--- config.mk ---
export PLATFORM = sky130hd
export DESIGN_NAME = smi_hub
export DESIGN_NICKNAME = d
export VERILOG_FILES = /design/src/rtl/smi_pkg.sv /design/src/rtl/smi_feature_neg.sv /design/src/rtl/smi_cmd_fanout.sv /design/src/rtl/smi_pm_regs.sv /design/src/rtl/smi_hub.sv
export SDC_FILE = /design/constraint.sdc
export NUM_CORES = 1
export LEC_CHECK = 0
export ABC_AREA = 1
export BUFFER_PORTS_ARGS = -buffer_cell sky130_fd_sc_hd__buf_4
export CORE_AREA = 10 10 144 133
export CTS_BUF_LIST = sky130_fd_sc_hd__clkbuf_8
export DETAILED_ROUTE_END_ITERATION = 8
export DIE_AREA = 0 0 154 143
export SLEW_MARGIN = 10
export SYNTH_ARGS = -nofsm -noshare
export SYNTH_HDL_FRONTEND = slang
export SYNTH_SLANG_ARGS = --single-unit
--- constraint.sdc ---
create_clock -name clk -period 2 [get_ports clk]
set_clock_uncertainty 0.05 [all_clocks]
set_input_delay 0.2 -clock clk [delete_from_list [all_inputs] [get_ports clk]]
set_output_delay 0.2 -clock clk [all_outputs]
set_load 0.01 [all_outputs]
--- src/rtl/smi_pkg.sv ---
package smi_pkg;
  localparam int FEAT_W     = 64;
  localparam int FEAT_BYTES = FEAT_W / 8;
  localparam int ADDR_W     = 5;

  localparam logic [ADDR_W-1:0] A_COMMIT = 5'h10;
  localparam logic [ADDR_W-1:0] A_CMD    = 5'h11;
  localparam logic [ADDR_W-1:0] A_SMIEN  = 5'h12;
  localparam logic [ADDR_W-1:0] A_PMCFG  = 5'h13;
  localparam logic [ADDR_W-1:0] A_RSTCTL = 5'h14;

  localparam logic [1:0] BANK_SUP = 2'd0;
  localparam logic [1:0] BANK_REQ = 2'd1;
  localparam logic [1:0] BANK_CTL = 2'd2;
  localparam logic [1:0] BANK_NEG = 2'd3;

  localparam int APM_EN_BIT  = 5;
  localparam int GBL_EN_BIT  = 0;
  localparam int LOCK_BIT    = 4;
  localparam int RST_REQ_BIT = 2;
  localparam logic [7:0] RST_KEEP = 8'h0A;
endpackage

--- src/rtl/smi_feature_neg.sv ---
module smi_feature_neg
  import smi_pkg::*;
#(
  parameter logic [FEAT_W-1:0] HOST_FEATURES = 64'h1
) (
  input  logic              clk,
  input  logic              rst,
  input  logic              req_we,
  input  logic [2:0]        req_lane,
  input  logic [7:0]        wdata,
  input  logic              commit,
  output logic [FEAT_W-1:0] requested,
  output logic [FEAT_W-1:0] negotiated,
  output logic              ok
);
  localparam logic [FEAT_W-1:0] ILLEGAL = ~HOST_FEATURES;

  for (genvar b = 0; b < FEAT_BYTES; b++) begin : g_lane
    always_ff @(posedge clk) begin
      if (rst) requested[b*8 +: 8] <= '0;
      else if (req_we && req_lane == 3'(b)) requested[b*8 +: 8] <= wdata;
    end
  end

  always_ff @(posedge clk) begin
    if (rst) begin
      negotiated <= '0;
      ok         <= 1'b0;
    end else if (commit && !ok && ((requested & ILLEGAL) == '0)) begin
      negotiated <= requested;
      ok         <= 1'b1;
    end
  end


  ok_sticky_chk: assert property (@(posedge clk) disable iff (rst)
    ok |=> ok);

  neg_frozen_chk: assert property (@(posedge clk) disable iff (rst)
    ok |=> $stable(negotiated));

  neg_legal_chk: assert property (@(posedge clk) disable iff (rst)
    (negotiated & ILLEGAL) == '0);
endmodule

--- src/rtl/smi_cmd_fanout.sv ---
module smi_cmd_fanout #(
  parameter int         NCPU     = 4,
  parameter int         CPU_W    = (NCPU > 1) ? $clog2(NCPU) : 1,
  parameter logic [7:0] ON_CMD   = 8'hF1,
  parameter logic [7:0] OFF_CMD  = 8'hF0
) (
  input  logic             clk,
  input  logic             rst,
  input  logic             cmd_we,
  input  logic [7:0]       cmd,
  input  logic             apm_en,
  input  logic             bcast,
  input  logic [CPU_W-1:0] cpu_idx,
  output logic [NCPU-1:0]  smi_req,
  output logic             acpi_on,
  output logic             acpi_off
);
  logic is_on, is_off, fire;

  assign is_on  = cmd_we && (cmd == ON_CMD);
  assign is_off = cmd_we && (cmd == OFF_CMD);
  assign fire   = cmd_we && !is_on && !is_off && apm_en;

  always_ff @(posedge clk) begin
    if (rst) begin
      acpi_on  <= 1'b0;
      acpi_off <= 1'b0;
    end else begin
      acpi_on  <= is_on;
      acpi_off <= is_off;
    end
  end

  for (genvar i = 0; i < NCPU; i++) begin : g_cpu
    always_ff @(posedge clk) begin
      if (rst) smi_req[i] <= 1'b0;
      else     smi_req[i] <= fire && (bcast || cpu_idx == CPU_W'(i));
    end
  end


  smi_cause_chk: assert property (@(posedge clk) disable iff (rst)
    (|smi_req) |-> $past(cmd_we) && $past(apm_en));

  smi_single_chk: assert property (@(posedge clk) disable iff (rst)
    ((|smi_req) && !$past(bcast)) |-> ($countones(smi_req) == 1));

  smi_all_chk: assert property (@(posedge clk) disable iff (rst)
    ((|smi_req) && $past(bcast)) |-> (&smi_req));

  acpi_quiet_chk: assert property (@(posedge clk) disable iff (rst)
    (acpi_on || acpi_off) |-> (smi_req == '0));
endmodule

--- src/rtl/smi_pm_regs.sv ---
module smi_pm_regs
  import smi_pkg::*;
(
  input  logic       clk,
  input  logic       rst,
  input  logic       en_we,
  input  logic       cfg_we,
  input  logic       rctl_we,
  input  logic [7:0] wdata,
  output logic [7:0] smi_en,
  output logic [7:0] pm_cfg,
  output logic [7:0] rst_cnt,
  output logic       sys_rst_req
);
  logic locked;
  assign locked = pm_cfg[LOCK_BIT];

  always_ff @(posedge clk) begin
    if (rst) begin
      smi_en <= '0;
    end else if (en_we) begin
      smi_en <= wdata;
      if (locked) smi_en[GBL_EN_BIT] <= smi_en[GBL_EN_BIT];
    end
  end

  always_ff @(posedge clk) begin
    if (rst) begin
      pm_cfg <= '0;
    end else if (cfg_we) begin
      pm_cfg <= wdata;
      pm_cfg[LOCK_BIT] <= pm_cfg[LOCK_BIT] | wdata[LOCK_BIT];
    end
  end

  always_ff @(posedge clk) begin
    if (rst) begin
      rst_cnt     <= '0;
      sys_rst_req <= 1'b0;
    end else begin
      sys_rst_req <= rctl_we && wdata[RST_REQ_BIT];
      if (rctl_we && !wdata[RST_REQ_BIT]) rst_cnt <= wdata & RST_KEEP;
    end
  end


  lock_sticky_chk: assert property (@(posedge clk) disable iff (rst)
    locked |=> locked);

  gbl_frozen_chk: assert property (@(posedge clk) disable iff (rst)
    $past(locked) |-> $stable(smi_en[GBL_EN_BIT]));

  rst_nostore_chk: assert property (@(posedge clk) disable iff (rst)
    sys_rst_req |-> $stable(rst_cnt));
endmodule

--- src/rtl/smi_hub.sv ---
module smi_hub
  import smi_pkg::*;
#(
  parameter int                NCPU          = 4,
  parameter int                CPU_W         = (NCPU > 1) ? $clog2(NCPU) : 1,
  parameter logic [FEAT_W-1:0] HOST_FEATURES = 64'h1,
  parameter int                BCAST_BIT     = 0,
  parameter logic [7:0]        ON_CMD        = 8'hF1,
  parameter logic [7:0]        OFF_CMD       = 8'hF0
) (
  input  logic              clk,
  input  logic              rst,
  input  logic              reg_we,
  input  logic [ADDR_W-1:0] reg_addr,
  input  logic [7:0]        reg_wdata,
  output logic [7:0]        reg_rdata,
  input  logic [CPU_W-1:0]  cpu_idx,
  output logic [NCPU-1:0]   smi_req,
  output logic              acpi_on,
  output logic              acpi_off,
  output logic              sys_rst_req
);
  logic [1:0] bank;
  logic [2:0] lane;
  assign bank = reg_addr[4:3];
  assign lane = reg_addr[2:0];

  logic [FEAT_W-1:0] requested, negotiated;
  logic              ok;
  logic [7:0]        smi_en, pm_cfg, rst_cnt;

  smi_feature_neg #(.HOST_FEATURES(HOST_FEATURES)) u_neg (
    .clk       (clk),
    .rst       (rst),
    .req_we    (reg_we && bank == BANK_REQ),
    .req_lane  (lane),
    .wdata     (reg_wdata),
    .commit    (reg_we && reg_addr == A_COMMIT),
    .requested (requested),
    .negotiated(negotiated),
    .ok        (ok)
  );

  smi_cmd_fanout #(
    .NCPU(NCPU), .CPU_W(CPU_W), .ON_CMD(ON_CMD), .OFF_CMD(OFF_CMD)
  ) u_fan (
    .clk     (clk),
    .rst     (rst),
    .cmd_we  (reg_we && reg_addr == A_CMD),
    .cmd     (reg_wdata),
    .apm_en  (smi_en[APM_EN_BIT]),
    .bcast   (negotiated[BCAST_BIT]),
    .cpu_idx (cpu_idx),
    .smi_req (smi_req),
    .acpi_on (acpi_on),
    .acpi_off(acpi_off)
  );

  smi_pm_regs u_pm (
    .clk        (clk),
    .rst        (rst),
    .en_we      (reg_we && reg_addr == A_SMIEN),
    .cfg_we     (reg_we && reg_addr == A_PMCFG),
    .rctl_we    (reg_we && reg_addr == A_RSTCTL),
    .wdata      (reg_wdata),
    .smi_en     (smi_en),
    .pm_cfg     (pm_cfg),
    .rst_cnt    (rst_cnt),
    .sys_rst_req(sys_rst_req)
  );

  logic [7:0] rd_mux;
  localparam logic [FEAT_W-1:0] SUP = HOST_FEATURES;

  always_comb begin
    rd_mux = '0;
    unique case (bank)
      BANK_SUP: rd_mux = SUP[lane*8 +: 8];
      BANK_REQ: rd_mux = requested[lane*8 +: 8];
      BANK_NEG: rd_mux = negotiated[lane*8 +: 8];
      default: begin
        if      (reg_addr == A_COMMIT) rd_mux = {7'b0, ok};
        else if (reg_addr == A_SMIEN)  rd_mux = smi_en;
        else if (reg_addr == A_PMCFG)  rd_mux = pm_cfg;
        else if (reg_addr == A_RSTCTL) rd_mux = rst_cnt;
        else                           rd_mux = '0;
      end
    endcase
  end

  always_ff @(posedge clk) begin
    if (rst) reg_rdata <= '0;
    else     reg_rdata <= rd_mux;
  end


  pulses_idle_chk: assert property (@(posedge clk)
    $past(rst) |-> (smi_req == '0 && !acpi_on && !acpi_off && !sys_rst_req));
endmodule

Word level (Yosys, flattened, before mapping)
Cells that the tools add are included.
{"block": "totals", "regBits": 162, "inputBits": 18, "output_inout_bits": 15}
{"block": "classes", "n_eq_ne": 19, "shifts": 3, "mux": 5, "n_bitwise": 2, "n_reduce_logical": 40}
{"op": "64-bit by 7-bit indexed part select with 8-bit output", "count": 2}
{"op": "64-bit zero test", "count": 1}
{"op": "64-bit by 7-bit indexed part select with 8-bit output, first input constant", "count": 1}
{"op": "1-bit logical AND", "count": 27}
{"op": "5-bit == test, second input constant", "count": 5}
{"op": "8-bit two-way mux", "count": 3}
{"op": "8-bit case mux with 3 select lines", "count": 1}
{"op": "8-bit == test, second input constant", "count": 2}
{"op": "3-bit == test, second input constant", "count": 4}
{"op": "2-bit == test, second input constant", "count": 3}
{"op": "3-bit by 2-bit == test with 1-bit output, second input constant", "count": 2}
{"op": "2-bit by 1-bit == test with 1-bit output, second input constant", "count": 2}
{"op": "1-bit zero test", "count": 4}
{"op": "2-bit zero test", "count": 2}
{"op": "1-bit logical OR", "count": 4}
{"op": "4-bit two-way mux", "count": 1}
{"op": "3-bit by 1-bit == test with 1-bit output, second input constant", "count": 1}
{"op": "3-bit zero test", "count": 1}
{"op": "2-bit AND reduction", "count": 1}
{"op": "1-bit NOT", "count": 1}
{"op": "1-bit bitwise OR", "count": 1}

Depth between registers and ports, before layout
Gate-level depths: netlist of run 1.
{"block": "depth", "word_depth": 8, "depth_mapped": 12, "ltp_nobuf": 10}

By module
From an unflattened synthesis of run 1, not the netlist that was laid out.
{"block": "unflattened", "cells_unflattened": 1140, "hier_area_um2": 8055.2}
{"mod": "smi_feature_neg", "n_inst": 1, "cells_each": 582, "area_each_um2": 4978.5, "seq_area_each_um2": 2582.5}
{"mod": "smi_hub", "n_inst": 1, "cells_each": 426, "area_each_um2": 1988.2, "seq_area_each_um2": 160.2}
{"mod": "smi_pm_regs", "n_inst": 1, "cells_each": 89, "area_each_um2": 775.7, "seq_area_each_um2": 380.4}
{"mod": "smi_cmd_fanout", "n_inst": 1, "cells_each": 43, "area_each_um2": 312.8, "seq_area_each_um2": 120.1}

Worst setup path before layout of run 1
No wires, ideal clock.
{"block": "synth_path", "path_kind": "in2reg", "from": "input reg_addr[3]", "to": "register u_neg.negotiated[33]", "setup_time_ps": 109, "arrival_ps": 1348, "setup_slack_ps": 493, "stages": 11, "cell_sequence": "buf_2 -> nor2_4 -> inv_2 -> nor2_2 -> nand2_1 -> nor2_1 -> nand3_1 -> buf_6 -> buf_6 -> nand3_1 -> inv_2"}
{"block": "synth_via", "elab_chain_cells": 4}
{"element": "start: declaration", "line_no": "smi_hub.sv:14", "rtl": "input logic [ADDR_W-1:0] reg_addr,"}
{"element": "5-bit == test", "line_no": "smi_hub.sv:38", "rtl": ".commit (reg_we && reg_addr == A_COMMIT),"}
{"element": "1-bit logical AND", "line_no": "smi_hub.sv:38"}
{"element": "1-bit logical AND (2 in a row)", "line_no": "smi_feature_neg.sv:29", "rtl": "end else if (commit && !ok && ((requested & ILLEGAL) == '0)) begin"}
{"element": "end signal: assignment", "line_no": "smi_feature_neg.sv:30", "rtl": "negotiated <= requested;"}
{"element": "end: declaration", "line_no": "smi_feature_neg.sv:13", "rtl": "output logic [FEAT_W-1:0] negotiated,"}
No other way between the ends.
A chain may end at the register's enable or synchronous reset.

Worst setup path in the final report of run 1
{"block": "layout_path", "from": "register u_neg.requested[2]", "to": "register u_neg.negotiated[38]"}
{"block": "layout_via", "elab_chain_cells": 2}
{"element": "start: declaration", "line_no": "smi_feature_neg.sv:12", "rtl": "output logic [FEAT_W-1:0] requested,"}
{"element": "start signal: indexed assignment", "line_no": "smi_feature_neg.sv:21", "rtl": "else if (req_we && req_lane == 3'(b)) requested[b*8 +: 8] <= wdata;"}
{"element": "64-bit zero test", "line_no": "smi_feature_neg.sv:29"}
{"element": "1-bit logical AND", "line_no": "smi_feature_neg.sv:29"}
No other way between the ends.

==> flow_summary.json, run 1 <==
{
  "path_clk_slew_ns": 0.09,
  "crit_arrival_ns": 2.10,
  "grt_start_max_net_pins": 81,
  "cts_root_buffer": "clkbuf_8",
  "grt_antenna_before_repair": 0,
  "grt_pass1_vias": 5978,
  "clock_sinks": 162,
  "hold_path_class": "in -> reg",
  "period_needed_ns": 1.77,
  "numCtsBuffers": 17,
  "drt_first_pass_iters": 6,
  "vias": 6553,
  "h-tree-depth": 4,
  "first_iter_violations": 698,
  "syn_inst": 1035,
  "antenna_left": 0,
  "r2r_setup_slack_ns": 0.23,
  "gr-total-overflow": 0,
  "end_kind": "flip-flop",
  "drive_gt1_share_pct": 14.4,
  "design.core.area_mm2": 0.0160,
  "path_class": "reg -> reg",
  "clockBufferDepth": 2,
  "synth_area_per_cell_um2": 6.85,
  "hold_viol": 0,
  "final_area_mm2": 0.00808,
  "slew_headroom_pct": 57.6,
  "dpl_cell_area_mm2": 0.00762,
  "die_height_um": 143,
  "holdWs_ns": 0.0236,
  "dp_hpwl_mm": 14.3,
  "p_per_area_mw_per_mm2": 755,
  "clock.fmax_ghz": 0.563,
  "wl_per_cell_um": 16.1,
  "fin_crit_sh_pct": 88.7,
  "ir_worst_vdd_mv": 0.426,
  "synth-seq-cells": 162,
  "syn_area_mm2": 0.00709,
  "drc": 0,
  "area_growth_pct": 13.9,
  "cts_tree": "built",
  "diodes": 0,
  "reg2reg_to": "u_neg.negotiated[38]$_SDFFE_PP0P_",
  "critPathRequiredTime_ns": 2.33,
  "cp-start-kind": "flip-flop",
  "critPathMaxFanout": 34,
  "cts_resized": 0,
  "slew_violations": 0,
  "crit_family": "simple AND/OR/NAND/NOR gates",
  "io_pins": 33,
  "path_buf_inv": 2,
  "drv_cap": 0,
  "routed_wl_mm": 20.7,
  "ys_seq_area_share_pct": 45.7,
  "yosysWarnings": 0,
  "tightest_slew_ns": 0.635,
  "hold_path_startpoint": "reg_we",
  "finalSetupTns_ns": 0,
  "crit_top_cell": "nor2_1",
  "timing.rr.start": "u_neg.requested[2]$_SDFFE_PP0P_",
  "hold_end": "u_pm.sys_rst_req$_SDFF_PP0_",
  "status": "complete, no violations",
  "finalPower_mw": 6.10,
  "routabilityCongestion": 0.879,
  "start_util_pct": 44.3,
  "hold_path_depth": 3,
  "reg2reg_depth": 8,
  "clk_latency_ns": 0.47,
  "viasPerCell": 5.09,
  "leakagePower_nw": 4.00,
  "track_usage_pct": 18.9,
  "finalNetCount": 1086,
  "ys_types": 27,
  "rsz0062_at_grt": "false",
  "cpMaxStageDelayCell": "dfxtp_1",
  "grt_pass1_wl_mm": 33.1,
  "setup_viol": 0,
  "syn-num-nets": 1053,
  "cp_slowest_stage_delay_ns": 0.34,
  "die_x_um": 154,
  "fin_util_pct": 50.4,
  "placement.io_buffers": 32,
  "crit_chain": "or2_2 > nor2_1 > nand2_1 > nor2_1 > nand3_2 > buf_12 > nand3_1 > inv_2",
  "die-area_mm2": 0.0220,
  "row_count": 44
}
[registers in the layout (all words and copies together) (netlist names)]
signal            count
u_neg.negotiated     64
u_pm.smi_en           8
u_fan.smi_req         4
u_pm.sys_rst_req      1
u_pm.pm_cfg           8
u_pm.rst_cnt          2
u_neg.requested      64
u_neg.ok              1
reg_rdata             8
u_fan.acpi_on         1
u_fan.acpi_off        1
[metal layers]
layer / global-route usage [%] / vias up / part of all wire [%]
met3: 5.71 / 28 / 7.9
met5: 0 / - / 0
met1: 27.0 / 3006 / 49
met4: 5.17 / 0 / 1.5
met2: 26.9 / 203 / 41
li1: - / 3316 / -
[layout by cell type, fill, tap and decap left out, drive strengths merged]
cell,n
nand2,276
dfxtp,162
inv,121
nor2,118
nand3,106
o21ai,94
a21oi,84
buf,68
clkbuf,17
dlygate4sd3,7
clkinv,7
nor3,4
nand4,3
o22ai,3
clkinvlp,3
bufinv,3
or2,2
nor4,1
nand3b,1
[timing repair]
action,CTS,global route
hold buffers,7,0
buffers inserted,0,0
hold endpoints to repair,14,0
[stage by stage]
stage               std cells  setup slack (ns)
finish                   1287             0.225
global route             1287             0.148
CTS                      1287             0.230
detailed placement       1249             0.141
global placement         1249             0.147
floorplan                1035             0.493
[cell type report]
type,instances,area [um^2]
clock buffer,17,234
clock inverter,14,151
fill,1646,7940
inverter,120,453
multi-input combinational,692,3100
sequential,162,3240
tap,207,259
timing repair buffer,75,643
[worst max path at each step]
stage | from | to | slack [ns] | cells past startpoint
finish | u_neg.requested[2]$_SDFFE_PP0P_ | u_neg.negotiated[38]$_SDFFE_PP0P_ | 0.23 | 8
CTS | u_neg.requested[2]$_SDFFE_PP0P_ | u_neg.negotiated[38]$_SDFFE_PP0P_ | 0.23 | 8
global placement | reg_addr[4] | u_neg.negotiated[44]$_SDFFE_PP0P_ | 0.15 | 12
floorplan | reg_addr[3] | u_neg.negotiated[33]$_SDFFE_PP0P_ | 0.49 | 11
global route | u_neg.requested[3]$_SDFFE_PP0P_ | u_neg.negotiated[48]$_SDFFE_PP0P_ | 0.15 | 8
detailed placement | reg_addr[4] | u_neg.negotiated[38]$_SDFFE_PP0P_ | 0.14 | 12
[cell families (layout without fill, tap and decap cells)]
family                 count (synthesis)  in the layout  share of synthesized area (%)
flip-flops                           162            162                           45.7
AO/OA/AOI/OAI                        181            181                           12.8
AND/OR/NAND/NOR                      511            511                           30.7
buffers and inverters                181            226                           10.7
[cells in the mapped netlist]
cell type    n  share of area, %
nor2_8       1              0.28
buf_1        5              0.26
nand2_2      1             0.088
nor3_1       3              0.21
a21oi_1     84               5.9
nor4_1       1             0.088
nand3_1     97               6.8
nor2_2       5              0.44
nand3b_1     1              0.11
clkbuf_1    25               1.3
buf_2       23               1.6
inv_1       82               4.3
clkinv_1     3              0.16
nand3_2      9               1.3
o21ai_1      1             0.071
dfxtp_1    162                46
o21ai_0     93               6.6
nor2_1     109               5.8
nor3_2       1              0.14
nand2_1    275                15
buf_6        6              0.95
nand4_1      3              0.26
or2_2        2              0.18
o22ai_1      3              0.26
buf_4        2              0.21
nor2_4       3              0.48
inv_2       35               1.9
[report_power, final]
group          switching, mW  internal, mW  total (mW)  leakage, nW
Sequential            0.0181          3.25        3.27         1.31
Clock                   1.20          1.20        2.40        0.202
Combinational          0.302         0.132       0.434         2.49
Total                   1.52          4.58        6.10         4.00
[tightest hold or removal path: stages]
cell     delay [ns]
buf_4          0.14
nand4_1        0.10
nor3_1         0.06
(Power assumes the default switching activity.)
==> run 2, diff against run 1 <==
--- a/config.mk
+++ b/config.mk
@@ -5,12 +5,11 @@
 export SDC_FILE = /design/constraint.sdc
 export NUM_CORES = 1
 export LEC_CHECK = 0
-export ABC_AREA = 1
 export BUFFER_PORTS_ARGS = -buffer_cell sky130_fd_sc_hd__buf_4
-export CORE_AREA = 10 10 144 133
+export CORE_AREA = 10 10 141 130
 export CTS_BUF_LIST = sky130_fd_sc_hd__clkbuf_8
 export DETAILED_ROUTE_END_ITERATION = 8
-export DIE_AREA = 0 0 154 143
+export DIE_AREA = 0 0 151 140
 export SLEW_MARGIN = 10
 export SYNTH_ARGS = -nofsm -noshare
 export SYNTH_HDL_FRONTEND = slang
==> run 2 against run 1 <==
Effect of this change:
- wire length fell by 8.9%
- synthesized cell count is 32% lower
- global-route usage shrank 1.1 points
- final cell count fell by 25%
- die area is 4.0% lower
- flip-flop and latch count did not move
- clock power is 2% lower
- register-to-register slack lost 0.17 ns
- non-clock buffer count unchanged
- sequential power barely moved
- sequential share of layout area increased by 1.6 points
- clock-buffer cell count rose by 3
- critical endpoint is now u_neg.negotiated[61]$_SDFFE_PP0P_
- largest power group unchanged
==> flow_summary.json, run 2 <==
{
  "p_per_area_mw_per_mm2": 778,
  "grt_pass1_wl_mm": 29.4,
  "wl_per_cell_um": 19.6,
  "drt_first_pass_iters": 5,
  "clkPwrFrac_pct": 38.8,
  "vias": 5388,
  "gr-total-overflow": 0,
  "crit_arrival_ns": 2.24,
  "design.core.area_mm2": 0.0153,
  "die_height_um": 140,
  "start_util_pct": 44.7,
  "finalPower_mw": 6.05,
  "antenna_left": 0,
  "cp_slowest_stage_delay_ns": 0.45,
  "ir_worst_vdd_mv": 0.627,
  "grt_start_max_net_pins": 64,
  "io_pins": 33,
  "final_common_cell": "dfxtp_1",
  "synth.most_common_cell": "dfxtp_1",
  "viasPerCell": 5.60,
  "clock.fmax_ghz": 0.515,
  "dp_hpwl_mm": 13.5,
  "dp.cells": 929,
  "power.internal_mw": 4.58,
  "critPathMaxFanout": 63,
  "cts_tree": "built",
  "ys_seq_area_share_pct": 47.4,
  "clock_sinks": 162,
  "top_regs": "u_neg.negotiated x64, u_neg.requested x64",
  "grt_antenna_before_repair": 0,
  "cp-start-kind": "flip-flop",
  "fin_util_pct": 50.9,
  "p_switching_mw": 1.47,
  "synth_common_cells": "dfxtp_1 (162), mux2i_1 (93), nand2_1 (56)",
  "end_kind": "flip-flop",
  "path_clk_slew_ns": 0.08,
  "fin_crit_sh_pct": 97.1,
  "syn_inst": 707,
  "crit_chain": "nor4_1 > nand4_1 > nor4_4 > a31oi_4 > buf_12 > and2_4",
  "path_class": "reg -> reg",
  "routed_wl_mm": 18.9,
  "ys_types": 45,
  "clockBufferDepth": 2,
  "swShare_pct": 24.2,
  "leakagePower_nw": 3.04,
  "synth_area_per_cell_um2": 9.67,
  "slew_headroom_pct": 66.7,
  "grt_pass1_vias": 5343,
  "post_cts_buffers": 0,
  "cpMaxStageDelayCell": "nor4_1",
  "drive_gt1_share_pct": 22.1,
  "row_count": 43,
  "numCtsBuffers": 17,
  "synth.top_cell.area_share_pct": 47.4,
  "yosysWarnings": 0,
  "final_cells": 963,
  "diodes": 0,
  "syn-num-nets": 725,
  "combPwrFrac_pct": 7.4,
  "clk_latency_ns": 0.45,
  "slew_violations": 0,
  "tightest_slew_ns": 0.498,
  "synth.area.top_cells": "dfxtp_1 (47%), mux2i_1 (14%), and2_4 (6.4%)",
  "synth-seq-cells": 162,
  "track_usage_pct": 17.9,
  "setup_viol": 0,
  "die-area_mm2": 0.0211,
  "critPathRequiredTime_ns": 2.30,
  "area_growth_pct": 13.7,
  "placement.io_buffers": 32,
  "drv_cap": 0,
  "hold_viol": 0,
  "h-tree-depth": 4,
  "drc": 0,
  "finalSetupTns_ns": 0,
  "status": "complete, no violations",
  "hold_path_class": "in -> reg",
  "die_x_um": 151,
  "finalNetCount": 767,
  "routabilityCongestion": 0.927,
  "synth_flop_cell": "dfxtp_1",
  "seqPwrFrac_pct": 53.8,
  "syn_area_mm2": 0.00684,
  "cts_root_buffer": "clkbuf_8",
  "async_reset_ff_share_pct": 0,
  "first_iter_violations": 457,
  "mostFrequentLayoutCells": "dfxtp_1 (162), mux2i_1 (93), buf_4 (71), nand2_1 (56), nor2_1 (54)",
  "period_needed_ns": 1.94,
  "synth_top_area_cell": "dfxtp_1",
  "rsz0062_at_grt": "false",
  "synth-edff-count": 0
}
run 2: cell types whose count changed in the layout (fill, tap and decap cells not counted), sizes merged, moves of 64 or more:
cell / previous run / this run
nand2: 276 / 57
inv: 121 / 7
nand3: 106 / 37
and2: 0 / 64
mux2i: 0 / 93
o21ai: 94 / 9
run 2: power groups by stage:
stage	Combinational, mW	Sequential, mW	Clock [mW]
5_1_grt	0.472	3.26	2.54
4_1_cts	0.441	3.25	2.39
2_1_floorplan	0.280	3.33	0
6_report	0.447	3.25	2.35
3_3_place_gp	0.429	3.33	0
3_5_place_dp	0.435	3.33	0
run 2: routing by layer:
| layer | global-route usage [%] | up-vias | wire length, um | share of wire [%] |
|---|---|---|---|---|
| met5 | 0 | - | 0 | 0 |
| met4 | 6.03 | 0 | 384 | 2.0 |
| met3 | 4.15 | 26 | 1470 | 7.8 |
| met2 | 25.6 | 207 | 8020 | 42 |
| met1 | 25.6 | 2568 | 9010 | 48 |
| li1 | - | 2587 | - | - |
run 2: final cells by class:
type / count / area [um^2]
sequential: 162 / 3240
fill: 1428 / 7500
inverter: 6 / 22.5
timing repair buffer: 75 / 583
multi-input combinational: 487 / 3290
clock buffer: 20 / 275
clock inverter: 11 / 113
tap: 202 / 253
run 2: worst max-delay path: cells and delay by family, from the launching register on:
family	cells	cell delay, ns
DFF	1	0.33
AOI/OAI and AO/OA	1	0.13
and+or+nand+nor	4	1.11
buffers and inverters	1	0.20
run 2: final timing paths:
kind                                                         from                           endpoint  slack (ns)  depth (start not counted)
worst max-delay path             u_neg.requested[17]$_SDFFE_PP0P_  u_neg.negotiated[61]$_SDFFE_PP0P_        0.06                          6
worst min-delay path                                 reg_wdata[0]          u_fan.acpi_off$_SDFF_PP0_        0.05                          2
worst max register to register   u_neg.requested[17]$_SDFFE_PP0P_  u_neg.negotiated[61]$_SDFFE_PP0P_        0.06                          6
worst min register to register  u_neg.negotiated[14]$_SDFFE_PP0P_  u_neg.negotiated[14]$_SDFFE_PP0P_        0.41                          1
run 2: per-stage QoR:
stage | setup slack (ns) | area, um^2 | hold WS [ns]
floorplan | 0.403 | 6840 | 0.291
global placement | -0.0541 | 7340 | 0.388
detailed placement | -0.0669 | 7340 | 0.397
CTS | 0.0768 | 7770 | 0.0282
global route | 0.0290 | 7770 | 0.0256
finish | 0.0571 | 7770 | 0.0501
run 2: cells by family after synthesis:
| logic type | synth area share, % |
|---|---|
| AOI/OAI and AO/OA | 10.7 |
| muxes | 14.3 |
| and+or+nand+nor | 22.9 |
| buffers and inverters | 4.70 |
| DFF | 47.4 |
run 2: repair_timing:
item | 4_1_cts | 5_1_grt
hold buffers | 3 | 0
endpoints found under the setup margin | 63 | 23
gates resized for setup | 1 | 2
hold endpoints to repair | 3 | 0
==> run 3, diff against run 2 <==
--- a/config.mk
+++ b/config.mk
@@ -10,6 +10,7 @@
 export CTS_BUF_LIST = sky130_fd_sc_hd__clkbuf_8
 export DETAILED_ROUTE_END_ITERATION = 8
 export DIE_AREA = 0 0 151 140
+export GPL_TIMING_DRIVEN = 0
 export SLEW_MARGIN = 10
 export SYNTH_ARGS = -nofsm -noshare
 export SYNTH_HDL_FRONTEND = slang
==> run 3 against run 2 <==
Effect of this change:
- first-iteration DRC count rose by 49%
- highest routed layer unchanged
- largest cell class unchanged
- fmax fell by 1.2%
- sequential share of layout area fell by 0.68 points
- flip-flop and latch count did not move
==> flow_summary.json, run 3 (synthesis results as in run 2) <==
{
  "mostFrequentLayoutCells": "dfxtp_1 (161), mux2i_1 (93), nand2_1 (56), nor2_1 (54), a21oi_1 (51)",
  "cts_root_buffer": "clkbuf_8",
  "crit_family": "simple AND/OR/NAND/NOR gates",
  "grt_pass1_wl_mm": 31.6,
  "clk_latency_ns": 0.47,
  "first_iter_violations": 683,
  "area_growth_pct": 15.7,
  "status": "complete, no violations",
  "routabilityCongestion": 0.935,
  "antenna_left": 0,
  "crit_top_cell": "buf_4",
  "path_buf_inv": 2,
  "placement.io_buffers": 30,
  "finalPower_mw": 6.24,
  "crit_arrival_ns": 2.28,
  "hold_viol": 0,
  "power.internal_mw": 4.68,
  "routed_wl_mm": 20.5,
  "p_per_area_mw_per_mm2": 790,
  "crit_chain": "nor4_2 > nand4_1 > nor4_4 > buf_4 > a31oi_4 > buf_4 > and2_4",
  "path_class": "reg -> reg",
  "period_needed_ns": 1.97,
  "finalNetCount": 787,
  "track_usage_pct": 19.4,
  "slew_headroom_pct": 44.7,
  "die_height_um": 140,
  "design.core.area_mm2": 0.0153,
  "numCtsBuffers": 17,
  "seqPwrFrac_pct": 52.1,
  "critPathRequiredTime_ns": 2.32,
  "die-area_mm2": 0.0211,
  "h-tree-depth": 4,
  "combPwrFrac_pct": 8.0,
  "viasPerCell": 5.76,
  "clock_sinks": 162,
  "diodes": 0,
  "setup_viol": 0,
  "drive_gt1_share_pct": 21.0,
  "io_pins": 33,
  "cp_slowest_stage_delay_ns": 0.36,
  "critPathMaxFanout": 5,
  "cts_tree": "built",
  "hold_path_class": "in -> reg",
  "cpMaxStageDelayCell": "nor4_2",
  "finalSetupTns_ns": 0,
  "ir_worst_vdd_mv": 0.495,
  "die_x_um": 151,
  "swShare_pct": 25.0,
  "grt_pass1_vias": 5452,
  "gr-total-overflow": 0,
  "tightest_slew_ns": 0.830,
  "rsz0062_at_grt": "true",
  "drv_cap": 0,
  "top_regs": "u_neg.negotiated x64, u_neg.requested x64",
  "dp_hpwl_mm": 14.5,
  "row_count": 43,
  "drc": 0,
  "clock.fmax_ghz": 0.508,
  "path_clk_slew_ns": 0.08,
  "grt_antenna_before_repair": 0,
  "vias": 5664,
  "cp-start-kind": "flip-flop",
  "wl_per_cell_um": 20.9,
  "p_switching_mw": 1.56,
  "start_util_pct": 44.7,
  "leakagePower_nw": 3.07,
  "drt_first_pass_iters": 5,
  "grt_start_max_net_pins": 17,
  "fin_crit_sh_pct": 98.3,
  "slew_violations": 0,
  "final_common_cell": "dfxtp_1",
  "clockBufferDepth": 2,
  "clkPwrFrac_pct": 39.9,
  "end_kind": "flip-flop"
}
run 3: final cells by class:
cell class / count / area [um^2]
tap: 202 / 253
fill: 1413 / 7370
sequential: 162 / 3240
clock inverter: 13 / 144
inverter: 6 / 22.5
buffer: 52 / 299
timing repair buffer: 42 / 335
multi-input combinational: 488 / 3350
clock buffer: 19 / 262
run 3: tightest hold or removal path, cell delays in order:
cell and delay (ns):
buf_4 0.15, nand3_1 0.08, a21oi_1 0.06
run 3: final timing paths:
kind                                                  startpoint                           endpoint  slack (ns)  cells past startpoint
worst max-delay path            u_neg.requested[26]$_SDFFE_PP0P_  u_neg.negotiated[33]$_SDFFE_PP0P_        0.03                      7
worst max register to register  u_neg.requested[26]$_SDFFE_PP0P_  u_neg.negotiated[33]$_SDFFE_PP0P_        0.03                      7
worst min register to register       u_pm.smi_en[4]$_SDFFE_PP0P_        u_pm.smi_en[4]$_SDFFE_PP0P_        0.41                      2
worst min-delay path                                      reg_we        u_pm.smi_en[4]$_SDFFE_PP0P_        0.02                      3
run 3: repair_timing:
item | CTS | global route
hold endpoints to repair | 9 | 0
pin swaps | 1 | 0
endpoints found under the setup margin | 63 | 63
hold buffers | 8 | 0
buffers inserted | 2 | 1
gates resized for setup | 4 | 8
cloned | 0 | 2
run 3: power groups by stage:
stage | clock (mW) | combinational (mW) | sequential, mW
floorplan | 0 | 0.280 | 3.33
global placement | 0 | 0.450 | 3.33
detailed placement | 0 | 0.455 | 3.33
CTS | 2.50 | 0.474 | 3.25
global route | 2.64 | 0.525 | 3.26
finish | 2.49 | 0.499 | 3.25
run 3: per-stage QoR:
| stage | utilization (%) | instances | cell area [um^2] | setup slack (ns) | hold slack (ns) |
|---|---|---|---|---|---|
| 3_5_place_dp | 47.9 | 939 | 7310 | -0.304 | 0.394 |
| 2_1_floorplan | - | 707 | 6840 | 0.403 | 0.291 |
| 5_1_grt | 51.8 | 984 | 7910 | -0.0111 | 0.000262 |
| 6_report | 51.8 | 984 | 7910 | 0.0331 | 0.0185 |
| 4_1_cts | 51.3 | 981 | 7840 | 0.00520 | 0.00223 |
| 3_3_place_gp | 47.9 | 939 | 7310 | -0.214 | 0.387 |
run 3: metal layers:
metal / up-vias / global-route usage [%] / wire length [um]
met2: 286 / 28.5 / 9030
met5: - / 0 / 0
li1: 2616 / - / -
met4: 0 / 7.24 / 540
met3: 36 / 5.86 / 2010
met1: 2726 / 26.1 / 8940
